`config.mk`:
```
export PLATFORM = sky130hd
export DESIGN_NAME = tmr_prog_if
export DESIGN_NICKNAME = d
export VERILOG_FILES = /design/src/rtl/tmr_prog_if.sv
export SDC_FILE = /design/constraint.sdc
export NUM_CORES = 1
export LEC_CHECK = 0
export ABC_AREA = 1
export CORE_MARGIN = 1.5
export CORE_UTILIZATION = 55
export CTS_BUF_LIST = sky130_fd_sc_hd__clkbuf_4 sky130_fd_sc_hd__clkbuf_8
export DETAILED_ROUTE_END_ITERATION = 8
export GPL_TIMING_DRIVEN = 0
export PLACE_DENSITY_LB_ADDON = 0.1
export SLEW_MARGIN = 20
export SYNTH_ARGS = -nofsm -noshare
export SYNTH_HDL_FRONTEND = slang
export SYNTH_SLANG_ARGS = --single-unit
```
`constraint.sdc`:
```
create_clock -name clk -period 2.49 [get_ports clk]
set_input_delay 0.498 -clock clk [delete_from_list [all_inputs] [get_ports clk]]
set_output_delay 0.498 -clock clk [all_outputs]
set_load 0.1 [all_outputs]
```
`src/rtl/tmr_prog_if.sv`:
```
module tmr_prog_if #(
  parameter int NCH = 3,
  parameter int BW  = 8
) (
  input  logic                 clk,
  input  logic                 rst_n,
  input  logic                 wr_en,
  input  logic [1:0]           wr_sel,
  input  logic [BW-1:0]        wr_data,
  output logic [NCH*3-1:0]     ch_mode,
  output logic [NCH*2-1:0]     ch_fmt,
  output logic [NCH-1:0]       ld_strobe,
  output logic [NCH*2*BW-1:0]  ld_count
);
  localparam int CW = 2 * BW;
  localparam logic [1:0] CTRL_SEL = 2'd3;

  wire       ctl_wr   = wr_en && (wr_sel == CTRL_SEL);
  wire [1:0] ctl_ch   = wr_data[7:6];
  wire [1:0] ctl_fmt  = wr_data[5:4];
  wire [2:0] ctl_mode = {wr_data[3] & ~wr_data[2], wr_data[2:1]};

  for (genvar i = 0; i < NCH; i++) begin : g_ch
    logic [2:0]    mode_q;
    logic [1:0]    fmt_q;
    logic          hi_q;
    logic [BW-1:0] lo_q;
    logic          stb_q;
    logic [CW-1:0] cnt_q;

    wire cw_hit = ctl_wr && (ctl_ch == 2'(i)) && (ctl_fmt != 2'b00);
    wire dw_hit = wr_en && (wr_sel == 2'(i)) && (fmt_q != 2'b00);

    always_ff @(posedge clk) begin
      if (!rst_n) begin
        mode_q <= '0;
        fmt_q  <= '0;
        hi_q   <= 1'b0;
        lo_q   <= '0;
        stb_q  <= 1'b0;
        cnt_q  <= '0;
      end else begin
        stb_q <= 1'b0;
        if (cw_hit) begin
          mode_q <= ctl_mode;
          fmt_q  <= ctl_fmt;
          hi_q   <= 1'b0;
        end else if (dw_hit) begin
          unique case (fmt_q)
            2'b01: begin
              cnt_q <= {{BW{1'b0}}, wr_data};
              stb_q <= 1'b1;
            end
            2'b10: begin
              cnt_q <= {wr_data, {BW{1'b0}}};
              stb_q <= 1'b1;
            end
            default: begin
              if (hi_q) begin
                cnt_q <= {wr_data, lo_q};
                stb_q <= 1'b1;
                hi_q  <= 1'b0;
              end else begin
                lo_q <= wr_data;
                hi_q <= 1'b1;
              end
            end
          endcase
        end
      end
    end

    assign ch_mode[i*3 +: 3]    = mode_q;
    assign ch_fmt[i*2 +: 2]     = fmt_q;
    assign ld_strobe[i]         = stb_q;
    assign ld_count[i*CW +: CW] = cnt_q;
  end
endmodule

```
== Yosys cells after proc, flatten, opt, wreduce, memory -nomap -nowiden ==
Cells that the tools add are included.

* Register bits after elaboration: 93
* Bits in latches: 0
* RAM bits: 0
* ROM bits: 0
* Output and inout port bits: 66
* Memories kept: 0

* Add/sub/neg operators: 0
* Multipliers: 0
* Div/mod/pow operators: 0
* $lt $le $gt $ge: 0
* Equality and inequality tests: 11
* Shift operators: 0
* Mux-type cells: 15
* Bitwise logic cells: 15
* Reduce and logical (&&, ||, !) cells: 40

{| class="wikitable"
|+ Operator list
! kind !! count
|-
| 16-bit one-hot mux with 2 select lines || 3
|-
| 16-bit 2-to-1 mux || 3
|-
| 1-bit inverter || 14
|-
| 1-bit logical AND || 13
|-
| 2-bit == test, second input constant || 6
|-
| 4-bit AND reduction || 3
|-
| 2-bit OR reduction || 6
|-
| 2-bit by 1-bit == test with 1-bit output, second input constant || 5
|-
| 1-bit 2-to-1 mux || 9
|-
| 3-bit AND reduction || 3
|-
| 3-bit nonzero test || 3
|-
| 3-bit OR reduction || 3
|-
| 2-bit nonzero test || 4
|-
| 2-bit AND reduction || 3
|-
| 2-bit logical NOT || 2
|-
| 1-bit AND || 1
|}

== Logic depth before layout (Yosys ltp) ==
* Depth in word-level cells: 6
* Gate-level depth with buffers: 11

== Least setup slack after synthesis ==
OpenSTA, ideal clock, no wires.

* Kind: register -> register
* Start: register g_ch[0].fmt_q[0]
* End: register g_ch[0].cnt_q[0]
* Setup time: 0.064 ns
* Data arrival time: 2.192 ns
* Path slack: 0.234 ns
* Cell stages (with the launch flop): 8
* Clock period less this slack: 2.256 ns
* Path through: dfxtp_1 > inv_1 > ha_1 > clkbuf_1 > nand2_1 > o22ai_1 > nor2_1 > nor2_1

* Cells in the longest elaborated chain, start to end: 3
* Elaborated cells on any way between the ends: 7
* Classes of those cells: eq/ne (2); mux (1); reduce/logical (4)

{| class="wikitable"
|+ RTL lines
! what !! RTL line !! source
|-
| start, declared || 25 || <nowiki>logic [1:0] fmt_q;</nowiki>
|-
| start signal, assigned || 46 || <nowiki>fmt_q <= ctl_fmt;</nowiki>
|-
| 2-bit == test (tied with other cells) || 49 || <nowiki>unique case (fmt_q)</nowiki>
|-
| 3-bit nonzero test (no line) or 1-bit logical AND (tied branches) || -- ||
|-
| 3-bit AND reduction (no line) || -- ||
|-
| end signal, assigned || 51 || <nowiki>cnt_q <= {{BW{1'b0}}, wr_data};</nowiki>
|-
| end signal, assigned || 55 || <nowiki>cnt_q <= {wr_data, {BW{1'b0}}};</nowiki>
|-
| end signal, assigned || 60 || <nowiki>cnt_q <= {wr_data, lo_q};</nowiki>
|-
| end, declared || 29 || <nowiki>logic [CW-1:0] cnt_q;</nowiki>
|}

Several ways; a longest one is shown, not always the timed one.
A chain may end at the register's enable or synchronous reset.

== Final worst setup path ==
* Start: register g_ch[2].fmt_q[1]
* End: output port ch_fmt[5]

{| class="wikitable"
|+ RTL lines
! what !! RTL line !! source
|-
| start, declared || 25 ||
|-
| start signal, assigned || 46 ||
|-
| end, declared || 11 || <nowiki>output logic [NCH*2-1:0] ch_fmt,</nowiki>
|}

No word-level cell between the ends.

==> impl_metrics.tcl <==
set metrics [dict create \
    grt_use_total 0.287 \
    syn_nets 683 \
    wl_met1_microns 4980 \
    path_buf_inv 1 \
    diodes 0 \
    finalHoldViolCount 0 \
    die_y_microns 92.5 \
    drv_slew 0 \
    hpwl_microns 8100 \
    ioPinCount 79 \
    synth-seq-cells 93 \
    p_leak_nw 2.68 \
    hold_buffers 0 \
    fin_crit_ns 2.44 \
    cp.arrival_ns 1.94 \
    viasPerCell 5.12 \
    routedWlPerCell_microns 13.7 \
    hold-path-endpoint "g_ch[2].cnt_q[10]" \
    grt_overflow 0 \
    regToRegSetupSlack_ns 0.52 \
    start_util 0.570 \
    post_cts_buffers 0 \
    finalSetupViolations 0 \
    maxSlewHeadroom 0.339 \
    r2r_cells 7 \
    path_clk_slew_ns 0.09 \
    cts_root_buffer "clkbuf_8" \
    insertion_delay_ns 0.36 \
    reg2reg_to "g_ch[1].cnt_q[1]" \
    synth_fa_ha_area_frac 0.0256 \
    r2r-start "g_ch[1].fmt_q[1]" \
    fin_crit_sh 0.979 \
    skew_ns 0.00757 \
    synth_area_leader_cell "dfxtp_1" \
    antenna_found_initial 0 \
    crit_chain "clkdlybuf4s50_1" \
    drc 0 \
    power_frac_seq 0.520 \
    whs_path_depth 2 \
    hold_class "reg -> reg" \
    crit_slowest_cell "clkdlybuf4s50_1" \
    routabilityCongestion 0.885 \
    crit_type "reg -> out" \
    critical_path.max_stage_delay_ns 1.16 \
    maxUsedRoutingLayer "met4" \
    cts_sinks 93 \
    fin_setup_tns_ns 0 \
    synth_simple_gate_area_share 0.355 \
    die-area_sq_um 8550 \
    ys_types 24 \
    num_rows 32 \
    max_freq_ghz 0.410 \
    grt_pass1_wl_microns 19100 \
    grt_max_degree 15 \
    cts_resized 0 \
    fp.dieW_microns 92.5 \
    final_common_cell "nand2_1" \
    syn2layout_area_growth_pct 24.6 \
    rsz0062_at_grt "no" \
    wl_microns 11600 \
    drtIter0Drc 250 \
    combPwrFrac 0.083 \
    worst_pin_slew_ns 0.988 \
    cts_tree "built" \
    core_area_sq_um 7730 \
    synth_compound_area_frac 0.0750 \
    peakVddDrop_mv 0.326 \
    cts_buffers 9 \
    antenna_left 0 \
    critPathMaxFanout 4 \
    final_cell_mix "176 x nand2_1, 149 x nor2_1, 93 x dfxtp_1" \
    ys_top_cells_by_area "dfxtp_1 42%, nand2_1 15%, nor2_1 13%, inv_1 6.7%, nand3_1 4.9%" \
    clkPwrFrac 0.397 \
    vias 4353 \
    drive_gt1_frac 0.0721 \
    dr.pass1.iters 5 \
    synth_top_family_by_area "simple AND/OR/NAND/NOR gates" \
    maxCapViolCount 0 \
    wl_met2_microns 5530 \
    grt_pass1_vias 4073 \
    ys_seq_area_frac 0.423 \
    p_int_mw 2.18 \
    synth_top_area_frac 0.423 \
    numPortBuffers 72 \
    critPathLaunchType "register" \
    final_nets 766 \
    hp-start "g_ch[2].cnt_q[10]" \
    power_switching_uw 701 \
    synth_mux_area_frac 0 \
    p_per_area_nw_per_um2 525 \
    crit_path_end_kind "primary output" \
    synth_xor_area_frac 0 \
    clk_path_buf_depth 2 \
    cp_top_family "buffers and inverters" \
    syn_area_sq_um 4400 \
    total_power_mw 2.88 \
    htreeDepth 3 \
    syn_area_per_cell_sq_um 6.66 \
    status "finished, final reports clean" \
    p_sw_frac 0.243 \
    required_ns 1.99 \
    wl_met3_microns 808 \
    ys.warnings.count 0 \
    syn_inst 661 \
]
## metrics by stage
step	setup slack (ns)	util	hold WS (ns)	instance area [sq um]	std cells
6_report	0.0526	0.710	0.479	5490	851
5_1_grt	0.00507	0.710	0.507	5490	851
3_5_place_dp	0.389	0.679	0.469	5250	835
4_1_cts	0.0111	0.709	0.481	5480	851
3_3_place_gp	0.428	0.679	0.460	5250	835
2_1_floorplan	0.234	-	0.448	4400	661
## cell type report
cell class,instances,area [sq um]
fill,676,2240
clock inverter,4,70.1
sequential,93,1860
clock buffer,12,159
tap,102,128
multi-input combinational,452,2010
buffer,38,240
timing repair buffer,72,728
inverter,78,293
## power by group through the flow
stage / Combinational [mW] / Sequential, mW / Clock, mW
after floorplan: 0.124 / 1.57 / 0
after global placement: 0.230 / 1.53 / 0
after detailed placement: 0.234 / 1.53 / 0
after CTS: 0.236 / 1.50 / 1.15
after global routing: 0.259 / 1.50 / 1.22
final: 0.241 / 1.50 / 1.14
## sequential cells by signal, indices dropped and copies added (netlist names)
| signal | cells |
|---|---|
| g_ch.mode_q | 9 |
| g_ch.fmt_q | 6 |
| g_ch.hi_q | 3 |
| g_ch.lo_q | 24 |
| g_ch.stb_q | 3 |
| g_ch.cnt_q | 48 |
## worst register-to-register path: stages, from the launching register on
cell	delay, ns
dfxtp_1	0.45
inv_1	0.11
ha_1	0.32
clkbuf_1	0.36
nand2_1	0.30
o22ai_1	0.22
nor2_1	0.07
nor2_1	0.10
## kinds of logic after synthesis
logic type / count (synthesis)
DFF: 93
AOI/OAI and AO/OA: 60
adders and majority gates: 9
buffers and inverters: 116
and+or+nand+nor: 383
## metal layers
metal,vias to the layer above,track usage
li1,2189,-
met1,1976,0.358
met2,164,0.478
met3,24,0.0493
met4,0,0.136
met5,-,0
## worst max path at each step
| stage | endpoint | depth (start not counted) | startpoint | slack [ns] |
|---|---|---|---|---|
| after floorplan | g_ch[0].cnt_q[0] | 7 | g_ch[0].fmt_q[0] | 0.23 |
| after detailed placement | g_ch[2].lo_q[1] | 7 | wr_en | 0.39 |
| after CTS | ch_fmt[3] | 1 | g_ch[1].fmt_q[1] | 0.01 |
| final | ch_fmt[5] | 1 | g_ch[2].fmt_q[1] | 0.05 |
| after global routing | ch_fmt[5] | 1 | g_ch[2].fmt_q[1] | 0.005 |
| after global placement | g_ch[0].cnt_q[0] | 7 | wr_en | 0.43 |
## cells in the mapped netlist
cell type	n
nor4_1	3
nor2_4	1
nand2_4	3
nand3b_1	1
nand3_1	43
ha_1	9
clkbuf_1	7
o22ai_1	24
inv_1	78
a21oi_1	27
buf_1	3
nand2_1	176
clkbuf_8	1
nand2_2	3
buf_4	4
buf_2	16
o21ai_1	3
nand4_1	1
nor2_8	1
o21ai_0	6
nor2_2	2
dfxtp_1	93
buf_6	7
nor2_1	149
No activity file was read; power rests on OpenSTA's default activity.
